`src/rtl/rtc_regfile_pkg.sv`:
```
// Shared constants and types for the indexed RTC register file.
// Assumes an 8-bit data path and a 7-bit register index.
package rtc_regfile_pkg;

    localparam int IDX_W = 7;
    localparam int DW    = 8;
    localparam int SUM_W = 16;
    localparam int NREG  = 1 << IDX_W;

    // Indices with special behaviour
    localparam logic [IDX_W-1:0] IX_CTL_A     = 7'h0A;
    localparam logic [IDX_W-1:0] IX_CTL_B     = 7'h0B;
    localparam logic [IDX_W-1:0] IX_FLAGS     = 7'h0C;
    localparam logic [IDX_W-1:0] IX_STAT_D    = 7'h0D;
    localparam logic [IDX_W-1:0] IX_SUM_FIRST = 7'h10;
    localparam logic [IDX_W-1:0] IX_SUM_LAST  = 7'h2D;
    localparam logic [IDX_W-1:0] IX_SUM_HI    = 7'h2E;
    localparam logic [IDX_W-1:0] IX_SUM_LO    = 7'h2F;
    localparam logic [IDX_W-1:0] IX_CENT      = 7'h32;
    localparam logic [IDX_W-1:0] IX_CENT_ALT  = 7'h37;

    localparam int SUM_N = int'(IX_SUM_LAST) - int'(IX_SUM_FIRST) + 1;

    // Cold-reset contents of the control bytes
    localparam logic [DW-1:0] COLD_A = 8'h26;
    localparam logic [DW-1:0] COLD_B = 8'h02;
    localparam logic [DW-1:0] COLD_D = 8'h80;
    // Bits of control B that survive a warm reset
    localparam logic [DW-1:0] WARM_B_KEEP = 8'h8F;

    // Which logic owns a register index
    typedef enum logic [2:0] {
        OWN_MEM,
        OWN_A,
        OWN_B,
        OWN_FLAGS,
        OWN_D,
        OWN_SUM_HI,
        OWN_SUM_LO
    } owner_t;

    // Decoded bus access for one cycle
    typedef struct packed {
        logic wr_idx;
        logic wr_dat;
        logic rd_idx;
        logic rd_dat;
    } bus_req_t;

    // Map an index to the logic that serves it
    function automatic owner_t owner_of(input logic [IDX_W-1:0] ix);
        owner_t o;
        case (ix)
            IX_CTL_A:  o = OWN_A;
            IX_CTL_B:  o = OWN_B;
            IX_FLAGS:  o = OWN_FLAGS;
            IX_STAT_D: o = OWN_D;
            IX_SUM_HI: o = OWN_SUM_HI;
            IX_SUM_LO: o = OWN_SUM_LO;
            default:   o = OWN_MEM;
        endcase
        return o;
    endfunction

    // Decode the strobes: a write takes priority over a read
    function automatic bus_req_t decode_bus(input logic sel, input logic rd, input logic wr);
        bus_req_t r;
        r.wr_idx = wr & ~sel;
        r.wr_dat = wr & sel;
        r.rd_idx = rd & ~wr & ~sel;
        r.rd_dat = rd & ~wr & sel;
        return r;
    endfunction

endpackage

```
`src/rtl/rtc_ctl_regs.sv`:
```
// Control and status bytes A, B, flags (C) and D with their access side effects.
// Assumes that the strobes are already qualified by the index, and that at
// most one write strobe is active in a cycle.
module rtc_ctl_regs
    import rtc_regfile_pkg::*;
(
    input  logic          clk,
    input  logic          rst_n,
    input  logic          cold_rst,
    input  logic          wr_a,
    input  logic          wr_b,
    input  logic          rd_flags,
    input  logic [DW-1:0] wdata,
    input  logic          upd_busy,
    input  logic          evt_periodic,
    input  logic          evt_alarm,
    input  logic          evt_update,
    output logic [DW-1:0] reg_a,
    output logic [DW-1:0] reg_b,
    output logic [DW-1:0] reg_flags,
    output logic [DW-1:0] reg_d,
    output logic          irq_clr
);

    logic [DW-2:0] a_low;
    logic          busy_q;
    logic [DW-1:0] b_q;
    logic [DW-1:0] flags_q;
    logic [DW-1:0] d_q;
    logic [DW-1:0] b_wr_val;
    logic [DW-1:0] flags_set;
    logic [DW-1:0] flags_next;
    logic          clr_q;

    // Filter the value written to control B
    always_comb begin
        b_wr_val    = wdata;
        b_wr_val[3] = 1'b0;
        if (wdata[7]) begin
            b_wr_val[4] = 1'b0;
        end
    end

    // Work out the flag bits that enabled events raise
    always_comb begin
        flags_set    = '0;
        flags_set[6] = evt_periodic & b_q[6];
        flags_set[5] = evt_alarm    & b_q[5];
        flags_set[4] = evt_update   & b_q[4];
        flags_set[7] = |flags_set[6:4];
        flags_next   = (rd_flags ? '0 : flags_q) | flags_set;
    end

    // Control A: software writes the low seven bits, the busy flag follows its input
    always_ff @(posedge clk) begin
        if (!rst_n) begin
            if (cold_rst) begin
                a_low  <= COLD_A[DW-2:0];
                busy_q <= 1'b0;
            end
        end else begin
            busy_q <= upd_busy;
            if (wr_a) begin
                a_low <= wdata[DW-2:0];
            end
        end
    end

    // Control B: filtered writes; a warm reset clears the interrupt enables
    always_ff @(posedge clk) begin
        if (!rst_n) begin
            b_q <= cold_rst ? COLD_B : (b_q & WARM_B_KEEP);
        end else if (wr_b) begin
            b_q <= b_wr_val;
        end
    end

    // Flag byte: set by events, cleared by a read, never written by software
    always_ff @(posedge clk) begin
        if (!rst_n) begin
            flags_q <= '0;
        end else begin
            flags_q <= flags_next;
        end
    end

    // Status D: loaded only by a cold reset
    always_ff @(posedge clk) begin
        if (!rst_n && cold_rst) begin
            d_q <= COLD_D;
        end
    end

    // Clear pulse, aligned with the registered read data
    always_ff @(posedge clk) begin
        if (!rst_n) begin
            clr_q <= 1'b0;
        end else begin
            clr_q <= rd_flags;
        end
    end

    assign reg_a     = {busy_q, a_low};
    assign reg_b     = b_q;
    assign reg_flags = flags_q;
    assign reg_d     = d_q;
    assign irq_clr   = clr_q;

endmodule

```
`src/rtl/rtc_byte_store.sv`:
```
// General-purpose byte storage, with the century mirror and a packed view of
// the summed range. Assumes that the write strobe already excludes the
// indices owned by the control and checksum logic.
module rtc_byte_store
    import rtc_regfile_pkg::*;
#(
    parameter int N_BYTES  = NREG,
    parameter int AW       = IDX_W,
    parameter int VIEW_LO  = int'(IX_SUM_FIRST),
    parameter int VIEW_N   = SUM_N
) (
    input  logic                 clk,
    input  logic                 rst_n,
    input  logic                 cold_rst,
    input  logic                 we,
    input  logic [AW-1:0]        idx,
    input  logic [DW-1:0]        wdata,
    output logic [DW-1:0]        rd_byte,
    output logic [VIEW_N*DW-1:0] view_bytes
);

    logic [DW-1:0] mem [N_BYTES];

    // Byte writes; a write to the alternate century byte also lands on the primary one
    always_ff @(posedge clk) begin
        if (!rst_n) begin
            if (cold_rst) begin
                for (int i = 0; i < N_BYTES; i++) begin
                    mem[i] <= '0;
                end
            end
        end else if (we) begin
            mem[idx] <= wdata;
            if (idx == IX_CENT_ALT) begin
                mem[IX_CENT] <= wdata;
            end
        end
    end

    // Read port for the data-port mux
    assign rd_byte = mem[idx];

    // Flatten the summed range for the checksum adder
    for (genvar g = 0; g < VIEW_N; g++) begin : g_view
        assign view_bytes[g*DW +: DW] = mem[VIEW_LO + g];
    end

endmodule

```
`src/rtl/rtc_cfg_sum.sv`:
```
// Combinational 16-bit sum of a packed byte range.
// Assumes that the sum width is wider than one byte.
module rtc_cfg_sum
    import rtc_regfile_pkg::*;
#(
    parameter int N  = SUM_N,
    parameter int SW = SUM_W
) (
    input  logic [N*DW-1:0] bytes_in,
    output logic [SW-1:0]   sum
);

    logic [SW-1:0] acc;

    // Add the bytes, each zero-extended to the sum width
    always_comb begin
        acc = '0;
        for (int i = 0; i < N; i++) begin
            acc = acc + {{(SW-DW){1'b0}}, bytes_in[i*DW +: DW]};
        end
    end

    assign sum = acc;

endmodule

```
`src/rtl/rtc_regfile.sv`:
```
// Top of the indexed RTC register file: the index register, the access
// decode, the read mux and the registered read data.
// Assumes single-cycle strobes that are sampled on the rising clock edge.
module rtc_regfile
    import rtc_regfile_pkg::*;
(
    input  logic          clk,
    input  logic          rst_n,
    input  logic          cold_rst,
    input  logic          bus_sel,
    input  logic          bus_rd,
    input  logic          bus_wr,
    input  logic [DW-1:0] bus_wdata,
    output logic [DW-1:0] bus_rdata,
    input  logic          upd_busy,
    input  logic          evt_periodic,
    input  logic          evt_alarm,
    input  logic          evt_update,
    output logic          irq,
    output logic          irq_clr,
    output logic [3:0]    rate_sel,
    output logic [2:0]    div_ctl,
    output logic          dst_en,
    output logic          hour24,
    output logic          bin_mode,
    output logic          upd_ie,
    output logic          alm_ie,
    output logic          per_ie,
    output logic          set_mode
);

    bus_req_t         req;
    owner_t           own;
    logic [IDX_W-1:0] idx_q;
    logic [DW-1:0]    reg_a, reg_b, reg_flags, reg_d;
    logic [DW-1:0]    mem_byte;
    logic [DW-1:0]    rd_mux;
    logic [DW-1:0]    rdata_q;
    logic [SUM_N*DW-1:0] sum_view;
    logic [SUM_W-1:0] cfg_sum;

    // Decode the strobes and the owner of the current index
    always_comb begin
        req = decode_bus(bus_sel, bus_rd, bus_wr);
        own = owner_of(idx_q);
    end

    // Index register: keeps the low seven bits of an index-port write
    always_ff @(posedge clk) begin
        if (!rst_n) begin
            idx_q <= '0;
        end else if (req.wr_idx) begin
            idx_q <= bus_wdata[IDX_W-1:0];
        end
    end

    rtc_ctl_regs u_ctl (
        .clk          (clk),
        .rst_n        (rst_n),
        .cold_rst     (cold_rst),
        .wr_a         (req.wr_dat && own == OWN_A),
        .wr_b         (req.wr_dat && own == OWN_B),
        .rd_flags     (req.rd_dat && own == OWN_FLAGS),
        .wdata        (bus_wdata),
        .upd_busy     (upd_busy),
        .evt_periodic (evt_periodic),
        .evt_alarm    (evt_alarm),
        .evt_update   (evt_update),
        .reg_a        (reg_a),
        .reg_b        (reg_b),
        .reg_flags    (reg_flags),
        .reg_d        (reg_d),
        .irq_clr      (irq_clr)
    );

    rtc_byte_store u_store (
        .clk        (clk),
        .rst_n      (rst_n),
        .cold_rst   (cold_rst),
        .we         (req.wr_dat && own == OWN_MEM),
        .idx        (idx_q),
        .wdata      (bus_wdata),
        .rd_byte    (mem_byte),
        .view_bytes (sum_view)
    );

    rtc_cfg_sum u_sum (
        .bytes_in (sum_view),
        .sum      (cfg_sum)
    );

    // Pick the byte that a data read of the current index returns
    always_comb begin
        case (own)
            OWN_A:      rd_mux = reg_a;
            OWN_B:      rd_mux = reg_b;
            OWN_FLAGS:  rd_mux = reg_flags;
            OWN_D:      rd_mux = reg_d;
            OWN_SUM_HI: rd_mux = cfg_sum[SUM_W-1:DW];
            OWN_SUM_LO: rd_mux = cfg_sum[DW-1:0];
            default:    rd_mux = mem_byte;
        endcase
    end

    // Registered read data, held between reads
    always_ff @(posedge clk) begin
        if (!rst_n) begin
            rdata_q <= '0;
        end else if (req.rd_idx) begin
            rdata_q <= '1;
        end else if (req.rd_dat) begin
            rdata_q <= rd_mux;
        end
    end

    assign bus_rdata = rdata_q;
    assign irq       = reg_flags[7];
    assign rate_sel  = reg_a[3:0];
    assign div_ctl   = reg_a[6:4];
    assign dst_en    = reg_b[0];
    assign hour24    = reg_b[1];
    assign bin_mode  = reg_b[2];
    assign upd_ie    = reg_b[4];
    assign alm_ie    = reg_b[5];
    assign per_ie    = reg_b[6];
    assign set_mode  = reg_b[7];

endmodule

```
`config.mk`:
```
export PLATFORM = sky130hd
export DESIGN_NAME = rtc_regfile
export DESIGN_NICKNAME = d
export VERILOG_FILES = /design/src/rtl/rtc_regfile_pkg.sv /design/src/rtl/rtc_ctl_regs.sv /design/src/rtl/rtc_byte_store.sv /design/src/rtl/rtc_cfg_sum.sv /design/src/rtl/rtc_regfile.sv
export SDC_FILE = /design/constraint.sdc
export NUM_CORES = 2
export LEC_CHECK = 0
export ABC_AREA = 0
export BUFFER_PORTS_ARGS = -buffer_cell sky130_fd_sc_hd__buf_2
export CAP_MARGIN = 40
export CORE_MARGIN = 2
export CORE_UTILIZATION = 40
export DETAILED_ROUTE_END_ITERATION = 8
export PLACE_DENSITY_LB_ADDON = 0.25
export REMOVE_ABC_BUFFERS = 1
export SLEW_MARGIN = 20
export SYNTH_ARGS = -nofsm -noshare
export SYNTH_HDL_FRONTEND = slang
export SYNTH_SLANG_ARGS = --single-unit
```
`constraint.sdc`:
```
create_clock -name clk -period 8.47 [get_ports clk]
set_input_delay 0.4235 -clock clk [delete_from_list [all_inputs] [get_ports clk]]
set_output_delay 0.4235 -clock clk [all_outputs]
set_load 0.02 [all_outputs]
```
* Yosys cells after proc, flatten, opt, wreduce, memory -nomap -nowiden *
Memory sizes are Yosys's and may differ from the RTL's. A register that Yosys moved wholly into a read port is not among the register bits.
Cells that the tools add are included.

operators by class
  divide/modulo/power cells = 0
  bitwise gates (word level) = 12
  add/subtract/negate cells = 29
  mux-type cells = 30
  reduce and logical (&&, ||, !) cells = 11
  order comparisons = 0
  shift-type cells = 0
  multiply operators = 0
  equal/unequal tests = 15

operators by type and width
  kind                count
  $add 16x8->16       28
  $mux 8              8
  $pmux 8 s6          1
  $mux 7              6
  $eq 7x4->1 const B  4
  $eq 7x6->1 const B  3
  $pmux 3 s6          1
  $mux 1              14
  $add 8x8->9         1
  $eq 3x3->1 const B  3
  $and 1x1->1         8
  $or 8x8->8          1
  $reduce_or 8->1     1
  $eq 3x2->1 const B  2
  $logic_and 1x1->1   4
  $ne 2x1->1 const B  2
  $reduce_and 2->1    2
  $reduce_bool 2->1   2
  $eq 3x1->1 const B  1
  $logic_not 3->1     1
  $reduce_or 3->1     1
  $not 1->1           2
  $or 1x1->1          1

storage, ports and cells
  register bits = 40
  ROM bits = 0
  memories kept = 1
  output and inout bits = 24
  latch bits = 0
  bits of input ports = 18
  word-level logic and storage cells = 106
  memory bits (writable) = 1,024

memories
  memory       depth  bits a word  read ports  clocked after Yosys merged registers in  write ports  RTL line              text
  u_store.mem  128    8            31          1                                        128          rtc_byte_store.sv:22  logic [DW-1:0] mem [N_BYTES];

* Depth between registers and ports, before layout *
An unclocked memory read counts as a cell.

  word-level depth = 33
  mapped depth = 28
  depth with buffers taken out = 28

* Hierarchy *
Synthesis repeated with hierarchy kept, for this count alone.

second synthesis, totals
  cells, all modules = 4,595
  area total of the unflattened synthesis = 56,604.3 um^2

by module, submodules not included
  module          times used  cells an instance  sequential area each (um^2)  area an instance (um^2)
  rtc_byte_store  1           3,747              30,749.5                     48,116.1
  rtc_cfg_sum     1           635                0.0                          6,442.4
  rtc_regfile     1           147                300.3                        1,184.9
  rtc_ctl_regs    1           66                 550.5                        860.8

* Least setup slack after synthesis *
No wires, ideal clock.

  kind = flip-flop to flip-flop
  from = mem u_store.mem[16][0]
  to = reg rdata_q[3], in the netlist bus_rdata[3]
  data required time = 8.348 ns
  setup time = 0.122 ns
  path buffers = 0
  stages on the path, launching flop included = 26
  path slack = 1.469 ns
  arrival = 6.879 ns
  period minus slack after synthesis = 7.001 ns
  path through = edfxtp_1 ha_1 fa_1 a21o_1 a21oi_1 o21bai_1 a21oi_1 xor2_1 fa_1 fa_1 fa_1 fa_1 fa_1 fa_1 inv_1 fa_1 inv_1 fa_1 inv_1 ha_1 or2_2 a21oi_1 a211oi_1 or3_1 nand3b_1 a31oi_1

RTL lines
  what                  RTL line              text
  start, declared       rtc_byte_store.sv:22
  end signal, assigned  rtc_regfile.sv:112    rdata_q <= rd_mux;
  end, declared         rtc_regfile.sv:38     logic [DW-1:0] rdata_q;

==> impl_summary.txt <==
----------------------------------------------------
[Critical path]
  Worst Path Class, Setup ... reg2reg
  Category of the worst setup path capture point ... flop
  FF-to-FF End ... bus_rdata[3]
  R2R depth ... 27
  Setup slack of the worst register-to-register path ... between 0.9 and 1 ns
  Required time of the worst setup path ... between 9 and 10 ns
  Reg-to-Reg Start ... u_store.mem[16][1]
  Critical path data arrival time ... between 8 and 9 ns
  Largest fanout of any net on the critical path ... 4
  Critical Path Source Type ... flop

[Timing]
  Final critical path time including I/O delays and setup ... roughly 7.6 ns
  RSZ-0062 raised after global routing ... false
  Hold violation count in the final report ... 0
  Setup violation total in the final timing report ... 0
  Part of the cycle the worst path needs ... 0.8919
  Transition at the pin with the smallest max-transition slack ... between 0.9 and 1 ns
  Worst setup skew after layout ... between 0.03 and 0.04 ns
  Final Slew Violations ... 0
  Slew HR ... 0.3879
  Worst hold slack across all endpoints ... 0.1069 ns
  Maximum clock rate ... between 100 and 150 MHz
  Min setup slack post-route ... slightly above 0.9 ns

[Synthesis]
  Proportion of register bits with asynchronous set or reset after synthesis ... 0
  Post-synth EDFFs ... 1039
  Top cell type by total area after synthesis ... edfxtp_1
  Unique cell type count in the Yosys netlist ... between 70 and 80
  Synthesized netlist cell count ... 3768
  Synth top area share ... 0.5650
  Total of warnings raised by yosys ... 0
  Cells taking the most area after synthesis ... edfxtp_1 (57%), mux4_2 (12%), and2_1 (11%), fa_1 (7.6%), inv_1 (1.9%)
  Sequential-to-total area share from yosys stat ... 0.5748
  Seq cells post-synth ... roughly 1.1k
  Most used flip-flop cell after synthesis ... edfxtp_1
  Post-Synthesis Mean Instance Area ... ~15 um2
  Post-Syn Area ... between 0.05 and 0.06 mm2

[Placement]
  RD Place Congestion ... roughly 0.9
  Port Buf Inserts ... between 40 and 50
  Pre-CTS worst setup slack ... roughly 1 ns
  Total placed instance area ... ~0.058 mm2
  HPWL after detailed placement ... approximately 110000 um

[Global routing]
  Met1 Track Usage GR ... 0.3131
  Antenna violations before repair ... 5
  Largest net degree at the start of global routing ... 96
  Peak-usage layer in the global routing report ... met2
  Fraction of met3 tracks used by global routing ... 0.04561
  Remaining global-route overflow ... 0
  All-layer global routing usage ... 0.2260
  Vias in the first global route ... about 32k
  Global-route wire length before repair ... roughly 230000 um
  Met2 Resource Use GR ... 0.3602

[CTS]
  CTS Root Buffer Type ... clkbuf_16
  Clock edge transition at the registers on the reported setup and hold paths ... ~0.06 ns
  Clk buf depth ... 3
  # H-tree levels ... 3
  Number of sinks driven by the clock tree ... 1066
  Post_cts resized ... 0
  TritonCTS clock tree ... built
  Cts bufs inserted ... ~120
  Clk_lat worst skew ... 0.76 ns

[Floorplanning]
  Die Span Y ... between 300 and 400 um
  Core area ... roughly 0.14 mm2
  Starting Density ... 0.4021
  Floorplan row count ... between 100 and 150
  Chip width ... around 380 um
  Area enclosed by the die boundary ... between 0.1 and 0.15 mm2
  Number of I/O pins ... 42

[Cells and area]
  Area growth from synthesis to layout ... 12.20%
  Nets@finish ... approximately 4.2k
  Summed area of non-filler cells in the final layout ... between 0.06 and 0.07 mm2
  Share of layout cells above drive strength 1 ... 0.1859
  Number of fillers in the final layout ... 12.01k

[Detailed routing]
  Avg WL per Cell ... around 27 um
  Via count ... 31.70k
  Vias/cell ... between 5 and 6
  DRT iter0 DRCs ... around 3.3k
  Final ANT Viol Nets ... 0
  Router iterations before antenna repair ... 6
  Total Wirelength ... roughly 160000 um
  Count of unresolved DRC violations after routing ... 0

[Worst hold path]
  Hold Crit Start ... bus_sel
  Hold/Removal Path Class ... in2reg
  Cells on Worst Hold Path ... 4

[Pwr]
  Cell area power density ... approximately 290 mW/mm2
  Static leakage ... 0.02263 uW
  Max VDD drop ... 0.8297 mV

[Run]
  Number of max-capacitance violations reported ... 0

[Run status]
  Run status ... completed

----------------------------------------------------
cells by family after synthesis:
logic type,share of synthesized area
compound gates,0.03329
xor+xnor,0.002062
fa+ha+maj,0.08783
buf+inv,0.04045
flops,0.5748
mux,0.1225
other cells,0.00006791
simple gates,0.1390
where the power goes:
group	leakage, uW	switching (uW)	internal, uW	total [uW]
clock	0.00179	2190	2840	5030
combinational	0.0102	4030	2870	6900
sequential	0.0106	97.2	5920	6020
total	0.0226	6320	11600	17900
registers in the layout (all words and copies together) (netlist names), named ones only:
name             cells
u_store.mem       1024
u_ctl.reg_b          7
bus_rdata            8
idx_q                7
u_ctl.busy_q         1
u_ctl.a_low          7
u_ctl.irq_clr        1
u_ctl.reg_flags      4
worst max-delay path, cell delays in order (launching register included):
cell and delay [ns]:
edfxtp_1 0.45, ha_1 0.32, a21o_1 0.17, a21oi_1 0.23
o21bai_1 0.10, a21oi_1 0.25, o21bai_1 0.10, a21oi_1 0.18
xnor2_1 0.17, fa_1 0.47, inv_1 0.09, fa_1 0.42
fa_1 0.48, fa_1 0.52, fa_1 0.43, fa_1 0.50
inv_1 0.05, fa_1 0.48, inv_1 0.05, fa_1 0.48
inv_1 0.04, ha_1 0.33, or2_2 0.29, a21oi_1 0.21
a211oi_1 0.11, or3_1 0.36, nand3b_1 0.10, a31oi_1 0.08
cell usage in the layout, fill, tap and decap left out, types with 8 or more instances in the layout:
cell | Yosys | final
a22oi_1 | 43 | 43
clkinv_1 | 0 | 25
dfxtp_1 | 27 | 22
edfxtp_1 | 1039 | 1039
mux4_2 | 287 | 287
nor2_2 | 24 | 25
a21oi_1 | 46 | 46
nand3_1 | 16 | 15
nand2_1 | 43 | 42
xnor2_1 | 9 | 9
nor2_4 | 8 | 8
buf_2 | 42 | 57
clkbuf_16 | 0 | 115
ha_1 | 50 | 50
buf_4 | 23 | 148
clkbuf_1 | 166 | 25
and2_1 | 988 | 988
a211oi_1 | 8 | 8
fa_1 | 211 | 211
bufinv_16 | 0 | 11
nor2_1 | 117 | 116
a221oi_1 | 8 | 8
mux2i_1 | 28 | 28
nor2b_1 | 20 | 18
clkinv_2 | 0 | 21
or3_1 | 11 | 11
o21ai_0 | 139 | 125
o21ai_1 | 2 | 16
conb_1 | 1 | 48
nand2b_1 | 8 | 8
inv_1 | 277 | 277
area by class of cell:
class                           instances  area [um2]  share of cell area
Antenna cell                            3       7.507           0.0001212
Tap cell                             1794        2245             0.03623
Multi-Input combinational cell       2217       21450              0.3462
Clock buffer                          140        2972             0.04797
Inverter                              278        1044             0.01684
Sequential cell                      1066       31760              0.5126
Timing Repair Buffer                  226        1753             0.02829
Clock inverter                         75       729.5             0.01177
Yosys cell counts (4+ instances only):
library cell	instances
xnor2_1	9
and2_1	988
nand4_1	4
nor2_1	117
clkbuf_1	166
o22ai_1	6
a221oi_1	8
mux2i_1	28
or3b_2	4
nor2b_1	20
dfxtp_1	27
a31oi_1	5
nand3_2	5
o21ai_0	139
a211oi_1	8
xor2_1	4
a21oi_1	46
fa_1	211
nor2_4	8
o21bai_1	4
and3_1	4
buf_4	23
or3_1	11
inv_1	277
ha_1	50
buf_6	10
a22oi_1	43
buf_2	42
nor3_1	7
nand2b_1	8
edfxtp_1	1039
mux4_2	287
nand2_1	43
or2_2	7
nor2_2	24
a21o_1	5
buf_1	11
nand3_1	16
how the worst max path moves through the flow:
| stage | startpoint | to | slack, ns |
|---|---|---|---|
| 5_1_grt | u_store.mem[16][1] | bus_rdata[3] | 0.63 |
| 3_5_place_dp | u_store.mem[16][0] | bus_rdata[3] | 1.0 |
| 2_1_floorplan | flop | bus_rdata[0] | -3.96 |
| 6_report | u_store.mem[16][1] | bus_rdata[3] | 0.92 |
| 4_1_cts | u_store.mem[16][0] | bus_rdata[3] | 0.95 |
| 3_3_place_gp | u_store.mem[16][0] | bus_rdata[3] | 0.98 |
timing repair:
action,CTS,global route
hold buffers,5,0
setup buffers,0,0
hold endpoints to repair,6,0
routing by layer:
| layer | part of all wire | wire length (um) |
|---|---|---|
| met5 | 0.00026 | 41 |
| met4 | 0.029 | 4601 |
| met3 | 0.078 | 12390 |
| met2 | 0.48 | 75320 |
| met1 | 0.42 | 65840 |
stage by stage:
stage                     cells  TNS [ns]  total power (uW)    util
final                      5799         0             17940  0.4512
after global routing       5796         0             18890  0.4511
after CTS                  5781         0             17860  0.4499
after detailed placement   5561         0             12780  0.4225
after global placement     5531         0             12770  0.4207
after floorplan            3561    -29.99             11050       -
No activity file was read; power rests on OpenSTA's default activity.
